**src/rtl/sar_seq_pkg.sv**
```systemverilog
// Shared types for the conversion sequencer.
// Assumes: nothing beyond IEEE 1800-2017.
package sar_seq_pkg;
    typedef enum logic [2:0] {
        ST_IDLE  = 3'd0,
        ST_PWRUP = 3'd1,
        ST_ACQ   = 3'd2,
        ST_CONV  = 3'd3,
        ST_CAL   = 3'd4
    } seq_state_t;

    function automatic int max_of4(input int a, input int b, input int c, input int d);
        int m;
        m = a;
        if (b > m) m = b;
        if (c > m) m = c;
        if (d > m) m = d;
        return m;
    endfunction
endpackage

```
**src/rtl/sar_start_det.sv**
```systemverilog
// Start edge detection: falling edge of the hardware strobe and rising
// edge of the calibration input, each against last cycle's sampled level.
// Assumes: inputs are already synchronous to clk.
module sar_start_det (
    input  logic clk,
    input  logic rst_n,
    input  logic conv_n,
    input  logic cal_in,
    output logic hw_fall,
    output logic cal_rise
);
    logic conv_q;
    logic cal_q;

    // Keep one cycle of history of both request pins.
    always_ff @(posedge clk) begin
        if (!rst_n) begin
            conv_q <= 1'b1;
            cal_q  <= 1'b0;
        end else begin
            conv_q <= conv_n;
            cal_q  <= cal_in;
        end
    end

    // Edge flags from current level versus history.
    always_comb begin
        hw_fall  = conv_q & ~conv_n;
        cal_rise = ~cal_q & cal_in;
    end
endmodule

```
**src/rtl/sar_frame_ctl.sv**
```systemverilog
// Frame controller: walks idle, optional power-up, acquisition, conversion
// and stubbed calibration phases; flags trial cycles and the final cycle.
// Assumes: every phase length parameter is at least 1 and
// SETUP_CLKS + RES <= CONV_CLKS.
module sar_frame_ctl
    import sar_seq_pkg::*;
#(
    parameter int RES        = 14,
    parameter int CONV_CLKS  = 21,
    parameter int ACQ_CLKS   = 2,
    parameter int CAL_CLKS   = 40,
    parameter int PWRUP_CLKS = 5,
    parameter int SETUP_CLKS = 1
) (
    input  logic                   clk,
    input  logic                   rst_n,
    input  logic                   conv_req,
    input  logic                   cal_req,
    input  logic                   auto_pd_en,
    output logic                   busy,
    output logic                   pwr_dn,
    output logic                   acq_phase,
    output logic                   trial_valid,
    output logic [$clog2(RES)-1:0] trial_idx,
    output logic                   conv_last
);
    localparam int MAXC  = max_of4(CONV_CLKS, ACQ_CLKS, CAL_CLKS, PWRUP_CLKS);
    localparam int CNT_W = $clog2(MAXC + 1);
    localparam int IDX_W = $clog2(RES);

    seq_state_t       state;
    logic [CNT_W-1:0] cnt;

    // Phase sequencing and power-down flag.
    always_ff @(posedge clk) begin
        if (!rst_n) begin
            state  <= ST_IDLE;
            cnt    <= '0;
            pwr_dn <= 1'b0;
        end else begin
            unique case (state)
                ST_IDLE: begin
                    cnt <= '0;
                    if (conv_req)     state <= pwr_dn ? ST_PWRUP : ST_ACQ;
                    else if (cal_req) state <= ST_CAL;
                end
                ST_PWRUP: begin
                    if (cnt == CNT_W'(PWRUP_CLKS - 1)) begin
                        state  <= ST_ACQ;
                        cnt    <= '0;
                        pwr_dn <= 1'b0;
                    end else cnt <= cnt + 1'b1;
                end
                ST_ACQ: begin
                    if (cnt == CNT_W'(ACQ_CLKS - 1)) begin
                        state <= ST_CONV;
                        cnt   <= '0;
                    end else cnt <= cnt + 1'b1;
                end
                ST_CONV: begin
                    if (cnt == CNT_W'(CONV_CLKS - 1)) begin
                        state <= ST_IDLE;
                        cnt   <= '0;
                        if (auto_pd_en) pwr_dn <= 1'b1;
                    end else cnt <= cnt + 1'b1;
                end
                ST_CAL: begin
                    if (cnt == CNT_W'(CAL_CLKS - 1)) begin
                        state <= ST_IDLE;
                        cnt   <= '0;
                    end else cnt <= cnt + 1'b1;
                end
                default: state <= ST_IDLE;
            endcase
        end
    end

    // Decode phase flags and the current trial bit index.
    always_comb begin
        int off;
        busy        = (state != ST_IDLE);
        acq_phase   = (state == ST_ACQ);
        trial_valid = (state == ST_CONV) && (int'(cnt) >= SETUP_CLKS)
                      && (int'(cnt) < SETUP_CLKS + RES);
        off         = int'(cnt) - SETUP_CLKS;
        trial_idx   = trial_valid ? IDX_W'(RES - 1 - off) : '0;
        conv_last   = (state == ST_CONV) && (cnt == CNT_W'(CONV_CLKS - 1));
    end
endmodule

```
**src/rtl/sar_approx.sv**
```systemverilog
// Successive-approximation datapath: holds resolved bits, forms the trial
// code, keeps or drops each trial bit from the comparator, loads result.
// Assumes: trials run from bit RES-1 downward, one per clock.
module sar_approx #(
    parameter int RES = 14
) (
    input  logic                   clk,
    input  logic                   rst_n,
    input  logic                   clear,
    input  logic                   trial_valid,
    input  logic [$clog2(RES)-1:0] trial_idx,
    input  logic                   cmp_hi,
    input  logic                   load,
    output logic [RES-1:0]         trial_code,
    output logic [RES-1:0]         result
);
    logic [RES-1:0] sar_q;
    logic [RES-1:0] bit_mask;

    // One-hot mask of the bit under trial.
    always_comb begin
        bit_mask   = trial_valid ? (RES'(1) << trial_idx) : '0;
        trial_code = trial_valid ? (sar_q | bit_mask) : '0;
    end

    // Approximation register: cleared in acquisition, one decision per trial.
    always_ff @(posedge clk) begin
        if (!rst_n)           sar_q <= '0;
        else if (clear)       sar_q <= '0;
        else if (trial_valid) sar_q <= cmp_hi ? (sar_q | bit_mask) : (sar_q & ~bit_mask);
    end

    // Result register: loaded on the final conversion clock only.
    always_ff @(posedge clk) begin
        if (!rst_n)    result <= '0;
        else if (load) result <= sar_q;
    end
endmodule

```
**src/rtl/sar_conv_seq.sv**
```systemverilog
// Top of the conversion sequencer: start detection, frame control and the
// approximation datapath. Starts are accepted only while idle.
// Assumes: all inputs synchronous to clk; calibration is a timed stub.
module sar_conv_seq #(
    parameter int RES        = 14,
    parameter int CONV_CLKS  = 21,
    parameter int ACQ_CLKS   = 2,
    parameter int CAL_CLKS   = 40,
    parameter int PWRUP_CLKS = 5
) (
    input  logic           clk,
    input  logic           rst_n,
    input  logic           conv_n,
    input  logic           sw_conv,
    input  logic           cal_in,
    input  logic           auto_pd_en,
    input  logic           cmp_hi,
    output logic           busy,
    output logic           pwr_dn,
    output logic           trial_valid,
    output logic [RES-1:0] trial_code,
    output logic [RES-1:0] result
);
    localparam int IDX_W = $clog2(RES);

    logic             hw_fall;
    logic             cal_rise;
    logic             conv_req;
    logic             acq_phase;
    logic             conv_last;
    logic [IDX_W-1:0] trial_idx;

    sar_start_det u_det (
        .clk     (clk),
        .rst_n   (rst_n),
        .conv_n  (conv_n),
        .cal_in  (cal_in),
        .hw_fall (hw_fall),
        .cal_rise(cal_rise)
    );

    // Either start source requests a conversion.
    always_comb conv_req = hw_fall | sw_conv;

    sar_frame_ctl #(
        .RES       (RES),
        .CONV_CLKS (CONV_CLKS),
        .ACQ_CLKS  (ACQ_CLKS),
        .CAL_CLKS  (CAL_CLKS),
        .PWRUP_CLKS(PWRUP_CLKS),
        .SETUP_CLKS(1)
    ) u_ctl (
        .clk        (clk),
        .rst_n      (rst_n),
        .conv_req   (conv_req),
        .cal_req    (cal_rise),
        .auto_pd_en (auto_pd_en),
        .busy       (busy),
        .pwr_dn     (pwr_dn),
        .acq_phase  (acq_phase),
        .trial_valid(trial_valid),
        .trial_idx  (trial_idx),
        .conv_last  (conv_last)
    );

    sar_approx #(.RES(RES)) u_sar (
        .clk        (clk),
        .rst_n      (rst_n),
        .clear      (acq_phase),
        .trial_valid(trial_valid),
        .trial_idx  (trial_idx),
        .cmp_hi     (cmp_hi),
        .load       (conv_last),
        .trial_code (trial_code),
        .result     (result)
    );
endmodule

```
**config.mk**
```make
export PLATFORM = sky130hd
export DESIGN_NAME = sar_conv_seq
export DESIGN_NICKNAME = d
export VERILOG_FILES = /design/src/rtl/sar_seq_pkg.sv /design/src/rtl/sar_start_det.sv /design/src/rtl/sar_frame_ctl.sv /design/src/rtl/sar_approx.sv /design/src/rtl/sar_conv_seq.sv
export SDC_FILE = /design/constraint.sdc
export NUM_CORES = 1
export LEC_CHECK = 0
export BUFFER_PORTS_ARGS = -buffer_cell sky130_fd_sc_hd__buf_2
export CORE_ASPECT_RATIO = 1.75
export CORE_MARGIN = 2
export CORE_UTILIZATION = 53
export DETAILED_ROUTE_END_ITERATION = 7
export PLACE_DENSITY = 0.76
export SLEW_MARGIN = 20
export SYNTH_ARGS = -nofsm -noshare
export SYNTH_HDL_FRONTEND = slang
export SYNTH_SLANG_ARGS = --single-unit
```
**constraint.sdc**
```tcl
create_clock -name clk -period 4 [get_ports clk]
set_input_delay 0.6 -clock clk [delete_from_list [all_inputs] [get_ports clk]]
set_output_delay 0.6 -clock clk [all_outputs]
set_load 0.1 [all_outputs]
```
== After elaboration in Yosys (flattened, before gate mapping) ==
Index checks and enable logic that the tools add are counted.
W data, S select, Z words.

* Add/sub/neg operators: 3
* Order comparisons: 2
* Equality and inequality tests: 14
* Shift operators: 1
* Multiplexer cells: 21
* Bitwise gates (word level): 9
* Reduce and logical (&&, ||, !) cells: 10

{| class="wikitable"
|+ Operators by type and width
! operator !! number
|-
| $mux W14 || 3
|-
| $pmux W6 S5 || 1
|-
| $mux W6 || 4
|-
| $mux W3 || 6
|-
| $pmux W3 S5 || 1
|-
| $and A14 B14 Y14 || 1
|-
| $not A14 Y14 || 1
|-
| $or A14 B14 Y14 || 1
|-
| $shl A1 B4 Y14 const A || 1
|-
| $ne A2 B1 Y1 const B || 4
|-
| $add A6 B1 Y6 const B || 1
|-
| $eq A3 B2 Y1 const B || 2
|-
| $eq A6 B1 Y1 const B || 1
|-
| $eq A6 B3 Y1 const B || 1
|-
| $eq A6 B5 Y1 const B || 1
|-
| $eq A6 B6 Y1 const B || 1
|-
| $ge A6 B1 Y1 const B || 1
|-
| $lt A6 B4 Y1 const B || 1
|-
| $reduce_and A5 Y1 || 1
|-
| $reduce_bool A5 Y1 || 1
|-
| $mux W4 || 1
|-
| $reduce_and A4 Y1 || 1
|-
| $sub A3 B4 Y4 const A || 1
|-
| $sub A4 B1 Y4 const B || 1
|-
| other kinds (15) || 22
|}

* Bits in registers: 40
* Output and inout port bits: 31

== Logic depth before layout (Yosys ltp) ==
Gate-level depths: netlist of run 1.

* Depth after elaboration: 9
* Mapped depth: 8
* Gate-level depth less buffers: 7

== Modules after synthesis ==
Synthesis of run 1 repeated with hierarchy kept, for this count alone.

* Cells, all modules: 257
* Area total of the unflattened synthesis: 2238.4 µm²

{| class="wikitable"
|+ Modules (own cells, without submodules)
! module !! instances !! cells an instance !! area an instance (µm²) !! sequential area each (µm²)
|-
| sar_approx || 1 || 151 || 1421.4 || 560.5
|-
| sar_frame_ctl || 1 || 99 || 745.7 || 200.2
|-
| sar_start_det || 1 || 6 || 65.1 || 40.0
|-
| sar_conv_seq || 1 || 1 || 6.3 || 0.0
|}

== Worst setup path before layout of run 1 ==
No wires, ideal clock.

* Path type: register -> output
* From: register u_ctl.cnt[0]
* To: output trial_code[10]
* Arrival time: 2511 ps
* Required time: 3400 ps
* Setup slack: 889 ps
* Stages on the path, launching flop included: 8
* Path buffers: 1
* Cell sequence: dfxtp_1 > inv_1 > ha_1 > nor3b_1 > nor2b_1 > nor4_4 > buf_6 > o21a_1

* Longest elaborated chain between the ends: 8

{| class="wikitable"
|+ RTL lines
! item !! RTL line !! source
|-
| start: declaration || sar_frame_ctl.sv:32 || <nowiki>logic [CNT_W-1:0] cnt;</nowiki>
|-
| start signal: assignment || sar_frame_ctl.sv:52 || <nowiki>end else cnt <= cnt + 1'b1;</nowiki>
|-
| start signal: assignment || sar_frame_ctl.sv:58 || <nowiki>end else cnt <= cnt + 1'b1;</nowiki>
|-
| start signal: assignment || sar_frame_ctl.sv:65 || <nowiki>end else cnt <= cnt + 1'b1;</nowiki>
|-
| $ge A6 B1 Y1 || sar_frame_ctl.sv:83 || <nowiki>trial_valid = (state == ST_CONV) && (int'(cnt) >= SETUP_CLKS)</nowiki>
|-
| $logic_and A1 B1 Y1 || sar_frame_ctl.sv:83 ||
|-
| $logic_and A1 B1 Y1 (*) || sar_frame_ctl.sv:84 || <nowiki>&& (int'(cnt) < SETUP_CLKS + RES);</nowiki>
|-
| named net trial_valid || sar_conv_seq.sv:20 || <nowiki>output logic trial_valid,</nowiki>
|-
| $mux W4 || sar_frame_ctl.sv:86 || <nowiki>trial_idx = trial_valid ? IDX_W'(RES - 1 - off) : '0;</nowiki>
|-
| $shl A1 B4 Y14 || sar_approx.sv:22 || <nowiki>bit_mask = trial_valid ? (RES'(1) << trial_idx) : '0;</nowiki>
|-
| $mux W14 || sar_approx.sv:22 ||
|-
| $or A14 B14 Y14 || sar_approx.sv:23 || <nowiki>trial_code = trial_valid ? (sar_q | bit_mask) : '0;</nowiki>
|-
| $mux W14 (*) || sar_approx.sv:23 ||
|-
| end: declaration || sar_conv_seq.sv:21 || <nowiki>output logic [RES-1:0] trial_code,</nowiki>
|}

The timed path passes the listed nets; every way through them passes the cells marked *.

== Worst setup path in the final report of run 1 ==
* From: register u_ctl.cnt[0]
* To: output trial_code[12]

* Longest elaborated chain between the ends: 8

{| class="wikitable"
|+ RTL lines
! item !! RTL line
|-
| branches (longest 7 deep; another with $sub A4 B1 Y4) || --
|-
| $mux W14 (*) || sar_approx.sv:23
|}

Every way passes the cells marked *.

==> results of run 1 <==
-- worst paths after layout --
path,cells past startpoint,start,end,slack [ns]
max,7,u_ctl.cnt[0],trial_code[12],0.50
min,2,u_sar.result[6],u_sar.result[6],0.46
max reg2reg,7,u_ctl.cnt[0],flop,1.61
min reg2reg,2,u_sar.result[6],u_sar.result[6],0.46
-- cell usage in the layout (no fill, tap or decap), types with 2 or more instances in the layout --
cell,Yosys,final
a21boi_0,5,5
a21boi_2,10,10
a21oi_1,7,7
and3_1,2,2
buf_2,6,37
clkbuf_1,3,2
clkbuf_8,0,6
dfxtp_1,40,40
ha_1,4,4
inv_1,4,4
mux2i_1,14,14
nand2_1,63,63
nand2b_1,3,3
nand3_1,4,4
nand3b_1,2,2
nand4_1,2,2
nor2_1,13,13
nor2b_1,3,3
nor3_1,3,3
nor3_2,3,3
nor3b_1,2,2
o2111ai_1,2,2
o21a_1,15,15
o21ai_0,5,5
o22ai_1,5,5
xnor2_1,2,2
-- power by group --
part	leakage [nW]	switching [mW]	total [mW]	internal, mW
combinational	0.547	0.264	0.398	0.134
clock	0.0455	0.129	0.270	0.141
sequential	0.324	0.0702	0.490	0.420
-- cell type report --
type / count / area, µm²
Fill cell: 406 / 1632
Multi-Input combinational cell: 199 / 1320
Sequential cell: 40 / 800.8
Timing Repair Buffer: 38 / 192.7
Clock buffer: 8 / 90.09
Tap cell: 49 / 61.31
Inverter: 4 / 15.01
-- logic make-up (layout without fill, tap and decap cells) --
group | count (synthesis) | in the layout | share of synthesized area (%)
DFF | 40 | 40 | 35.44
buffers and inverters | 21 | 50 | 6.146
muxes | 14 | 14 | 6.201
AOI/OAI and AO/OA | 63 | 63 | 21.93
and+or+nand+nor | 116 | 116 | 27.30
adders and majority gates | 4 | 4 | 2.215
xor gates and xnor gates | 2 | 2 | 0.7753
-- worst max-delay path, cell delays in order (launching register included) --
cell and delay (ns):
dfxtp_1 0.55, inv_1 0.16, ha_1 0.22, nor3b_1 0.16, nor2b_1 0.19, nor4_4 0.67
o21a_1 0.23, buf_2 0.42
-- through the flow --
stage,area [µm²],hold slack [ns],cells
2_1_floorplan,2260,0.4483,260
3_3_place_gp,2390,0.4426,330
3_5_place_dp,2390,0.4493,330
4_1_cts,2480,0.4594,338
5_1_grt,2480,0.4840,338
6_report,2480,0.4556,338
-- layer usage --
layer / up-vias / wire length (µm) / global-route usage (%)
met2: 44 / 2781 / 40.02
met1: 899 / 1952 / 25.74
met5: - / 0 / 0
met3: 11 / 141 / 3.974
li1: 977 / - / -
met4: 0 / 107 / 10.26
==> results.toml, run 1 <==
[power]
p_leak_nw = 0.9162
p_total_mw = 1.158
ir_worst_vdd_mv = 0.4172
cellPowerDensity_nw_per_um2 = 466.8

[logic_synthesis]
synth_ff_type = "dfxtp_1"
yosys.area.top_type = "dfxtp_1"
yosysTopAreaCellShare_pct = 35.44
syn_inst = 260
ys.warnings.count = 0
yosysMostFrequentCell = "nand2_1"
yosys-top-cells-count = "63 x nand2_1, 40 x dfxtp_1, 15 x o21a_1"
ys_types = 57
async_flop_share_pct = 0
synth-seq-cells = 40
synth.area.top_cells = "dfxtp_1 35%, nand2_1 10%, mux2i_1 6.2%"
synth_edf_count = 0
synth_nets = 271
synth_area_um2 = 2260
ys_seq_area_share_pct = 35.44
avgSynthCellArea_um2 = 8.691

[floorplan]
dieArea_um2 = 4822
start_util_pct = 54.96
rows = 31
die_w_um = 53.36
io-pin-count = 38
die_h_um = 90.38
core_um2 = 4111

[clock_tree]
clkTransAtPathRegs_ns = 0.07
clock_path_buffers = 2
cts_sinks = 40
htree_num_levels = 2
cts-root-buf = "clkbuf_8"
cts_setup_buffers = 0
cts_hold_buf = 0
ctsResizeCount = 0
numCtsBuffers = 5
clkLatencyLatePin_ns = 0.29
cts_tree = "done"

[timing]
setup_viol = 0
fin_skew_ns = 0.003924
fmax_mhz = 286.0
setup_ws_ns = 0.5039
fin_setup_tns_ns = 0
slew_violations = 0
finalHoldViolCount = 0
worstMarginPinSlew_ns = 0.8560
period_needed_ns = 3.496
rsz0062_at_grt = "no"
fin_crit_sh_pct = 87.40
slew_headroom_pct = 42.50

[setup_path]
worstPathRequired_ns = 3.40
crit_fanout = 17
cp.arrival_ns = 2.90
end_kind = "output port"
start_kind = "flop"
worstSetupPathType = "flop to output port"

[cells_and_area]
nets = 299
num_antenna_cells = 0
drive_above_1_share_pct = 23.18
syn_to_final_growth_pct = 9.745
post-route-util_pct = 60.32

[routing]
drt_wl_total_um = 4982
drcViolationCount = 0
via_count = 1931
first_pass_iters = 4
vias_per_cell = 5.713
drt_iter0_drc = 44
wire_per_inst_um = 14.74
antenna_left = 0

[placement]
dp_worst_setup_slack_ns = 0.8087
hpwl_um = 3671
port_buffers = 37
gp_congestion = 0.8070

[global_route]
gr-usage-all-layers_pct = 22.97
grt_pass1_wl_um = 8349
grt_pass1_vias = 1757
grt_max_degree = 33
overflow = 0
antenna_found_initial = 0

[status]
outcome = "finished, final reports clean"

[run]
cap_violations = 0

[hold_path]
hp-class = "flop to flop"
Power figures use the tool's default switching activity.
==> inputs of run 2 (changes only) <==
--- a/config.mk
+++ b/config.mk
@@ -6,11 +6,13 @@
 export NUM_CORES = 1
 export LEC_CHECK = 0
 export BUFFER_PORTS_ARGS = -buffer_cell sky130_fd_sc_hd__buf_2
+export CELL_PAD_IN_SITES_DETAIL_PLACEMENT = 0
+export CELL_PAD_IN_SITES_GLOBAL_PLACEMENT = 1
 export CORE_ASPECT_RATIO = 1.75
 export CORE_MARGIN = 2
-export CORE_UTILIZATION = 53
+export CORE_UTILIZATION = 45
 export DETAILED_ROUTE_END_ITERATION = 7
-export PLACE_DENSITY = 0.76
+export PLACE_DENSITY_LB_ADDON = 0.1
 export SLEW_MARGIN = 20
 export SYNTH_ARGS = -nofsm -noshare
 export SYNTH_HDL_FRONTEND = slang
==> run 2 against run 1 <==
Design area rose by 2.0%. Hold slack got worse by 0.0020 ns. Critical endpoint is now trial_code[13]. Sequential power barely moved. Clock skew shrank 0.00089 ns. Via count is 2.5% lower. Combinational power up 2%.
==> results.toml, run 2 (synthesis gave the netlist of run 1 again) <==
[status]
outcome = "finished, final reports clean"

[setup_path]
path_cells = "inv_1, ha_1, nor3b_2, nand2_1, nor2_1, o21a_1, buf_2"
start_kind = "flop"
worstSetupPathType = "flop to output port"
slowest_delay_ns = 0.54
path_delay_family = "simple AND/OR/NAND/NOR gates"
crit_buf_inv = 2
crit_fanout = 10
timing.reg2reg.setup_slack_ns = 1.84
cp.arrival_ns = 2.56
worstPathRequired_ns = 3.40
rr_endpoint = "u_ctl.cnt[5]"
end_kind = "output port"
reg2reg_from = "u_ctl.cnt[0]"
r2r_cells = 5
slowest_stage = "dfxtp_1"

[hold_path]
hp-class = "flop to flop"
min_from = "u_sar.result[5]"
worstHoldPathCells = 2
hold_end = "u_sar.result[5]"

[timing]
fin_crit_sh_pct = 78.99
worstMarginPinSlew_ns = 0.8623
fin_setup_tns_ns = 0
slew_violations = 0
slew_headroom_pct = 41.90
rsz0062_at_grt = "no"
finalHoldViolCount = 0
fmax_mhz = 316.5
fin_skew_ns = 0.003034
period_needed_ns = 3.160
setup_viol = 0
setup_ws_ns = 0.8404

[placement]
hpwl_um = 3785
port_buffers = 37
gp_congestion = 0.7993
dp_worst_setup_slack_ns = 1.128

[floorplan]
start_util_pct = 46.19
core_um2 = 4892
die_h_um = 97.74
io-pin-count = 38
dieArea_um2 = 5626
rows = 34
die_w_um = 57.57

[routing]
first_pass_iters = 4
via_count = 1882
drt_iter0_drc = 46
vias_per_cell = 5.471
drt_wl_total_um = 5061
antenna_left = 0
wire_per_inst_um = 14.71
drcViolationCount = 0

[clock_tree]
htree_num_levels = 2
numCtsBuffers = 5
ctsResizeCount = 0
cts_hold_buf = 0
clkLatencyLatePin_ns = 0.29
clock_path_buffers = 2
clkTransAtPathRegs_ns = 0.08
cts_setup_buffers = 0
cts_sinks = 40
cts_tree = "done"
cts-root-buf = "clkbuf_8"

[power]
ir_worst_vdd_mv = 0.4142
cellPowerDensity_nw_per_um2 = 496.7
p_leak_nw = 0.9406

[cells_and_area]
nets = 300
final_common_cell = "nand2_1"
regArea_um2 = 800.8
n_fill_cell = 497
drive_above_1_share_pct = 24.14
syn_to_final_growth_pct = 11.96
final_cell_mix = "63 x nand2_1, 40 x dfxtp_1, 37 x buf_2, 15 x o21a_1, 14 x mux2i_1"
num_antenna_cells = 0
multi_input_area_um2 = 1320

[global_route]
overflow = 0
grt_pass1_wl_um = 8349
antenna_found_initial = 0
gr-usage-all-layers_pct = 18.94
grt_max_degree = 33
grt_pass1_vias = 1795

[run]
cap_violations = 0
## run 2: area by class of cell
class | instances | area share, %
well taps | 54 | 2.671
multi-input cells | 199 | 52.18
flip-flops and latches | 40 | 31.65
repair buffers | 39 | 7.913
inverters | 4 | 0.5935
clock inverters | 1 | 1.187
clock buffers | 7 | 3.808
## run 2: worst max path at each step
stage | to | depth (start not counted) | slack (ns) | from
finish | trial_code[13] | 7 | 0.84 | u_ctl.cnt[0]
global route | trial_code[3] | 8 | 0.59 | u_ctl.cnt[0]
CTS | trial_code[13] | 7 | 0.81 | u_ctl.cnt[0]
detailed placement | trial_code[13] | 7 | 1.13 | u_ctl.cnt[0]
global placement | trial_code[10] | 8 | 1.18 | u_ctl.cnt[0]
floorplan | trial_code[10] | 7 | 0.89 | u_ctl.cnt[0]
## run 2: where the power goes
group          total, mW  internal (mW)  leakage, nW  switching, mW
logic              0.404          0.134        0.553          0.270
registers          0.489          0.419        0.324         0.0693
clock network      0.364          0.220       0.0645          0.143
total               1.26          0.774        0.941          0.483
## run 2: per-stage QoR
stage / utilization, % / hold WS (ns) / area [µm²] / std cells / total power [mW]
after floorplan: - / 0.4483 / 2260 / 260 / 0.8228
after global placement: 49.13 / 0.4428 / 2404 / 336 / 0.9067
after detailed placement: 49.13 / 0.4454 / 2404 / 336 / 0.9035
after CTS: 51.71 / 0.4568 / 2530 / 344 / 1.267
after global routing: 51.71 / 0.4679 / 2530 / 344 / 1.322
final: 51.71 / 0.4536 / 2530 / 344 / 1.257
## run 2: metal layers
| layer | global-route usage [%] | up-vias | share of wire, % |
|---|---|---|---|
| li1 | - | 972 | - |
| met5 | 0 | - | 0 |
| met4 | 9.660 | 0 | 3.6 |
| met2 | 34.70 | 38 | 53 |
| met1 | 19.88 | 859 | 40 |
| met3 | 3.046 | 13 | 2.8 |
## run 2: worst reg2reg max path, cell delays in order, from the launching register on
cell,delay [ns]
dfxtp_1,0.54
ha_1,0.37
a41oi_2,0.18
a22oi_1,0.43
o21a_1,0.35
o22ai_1,0.14
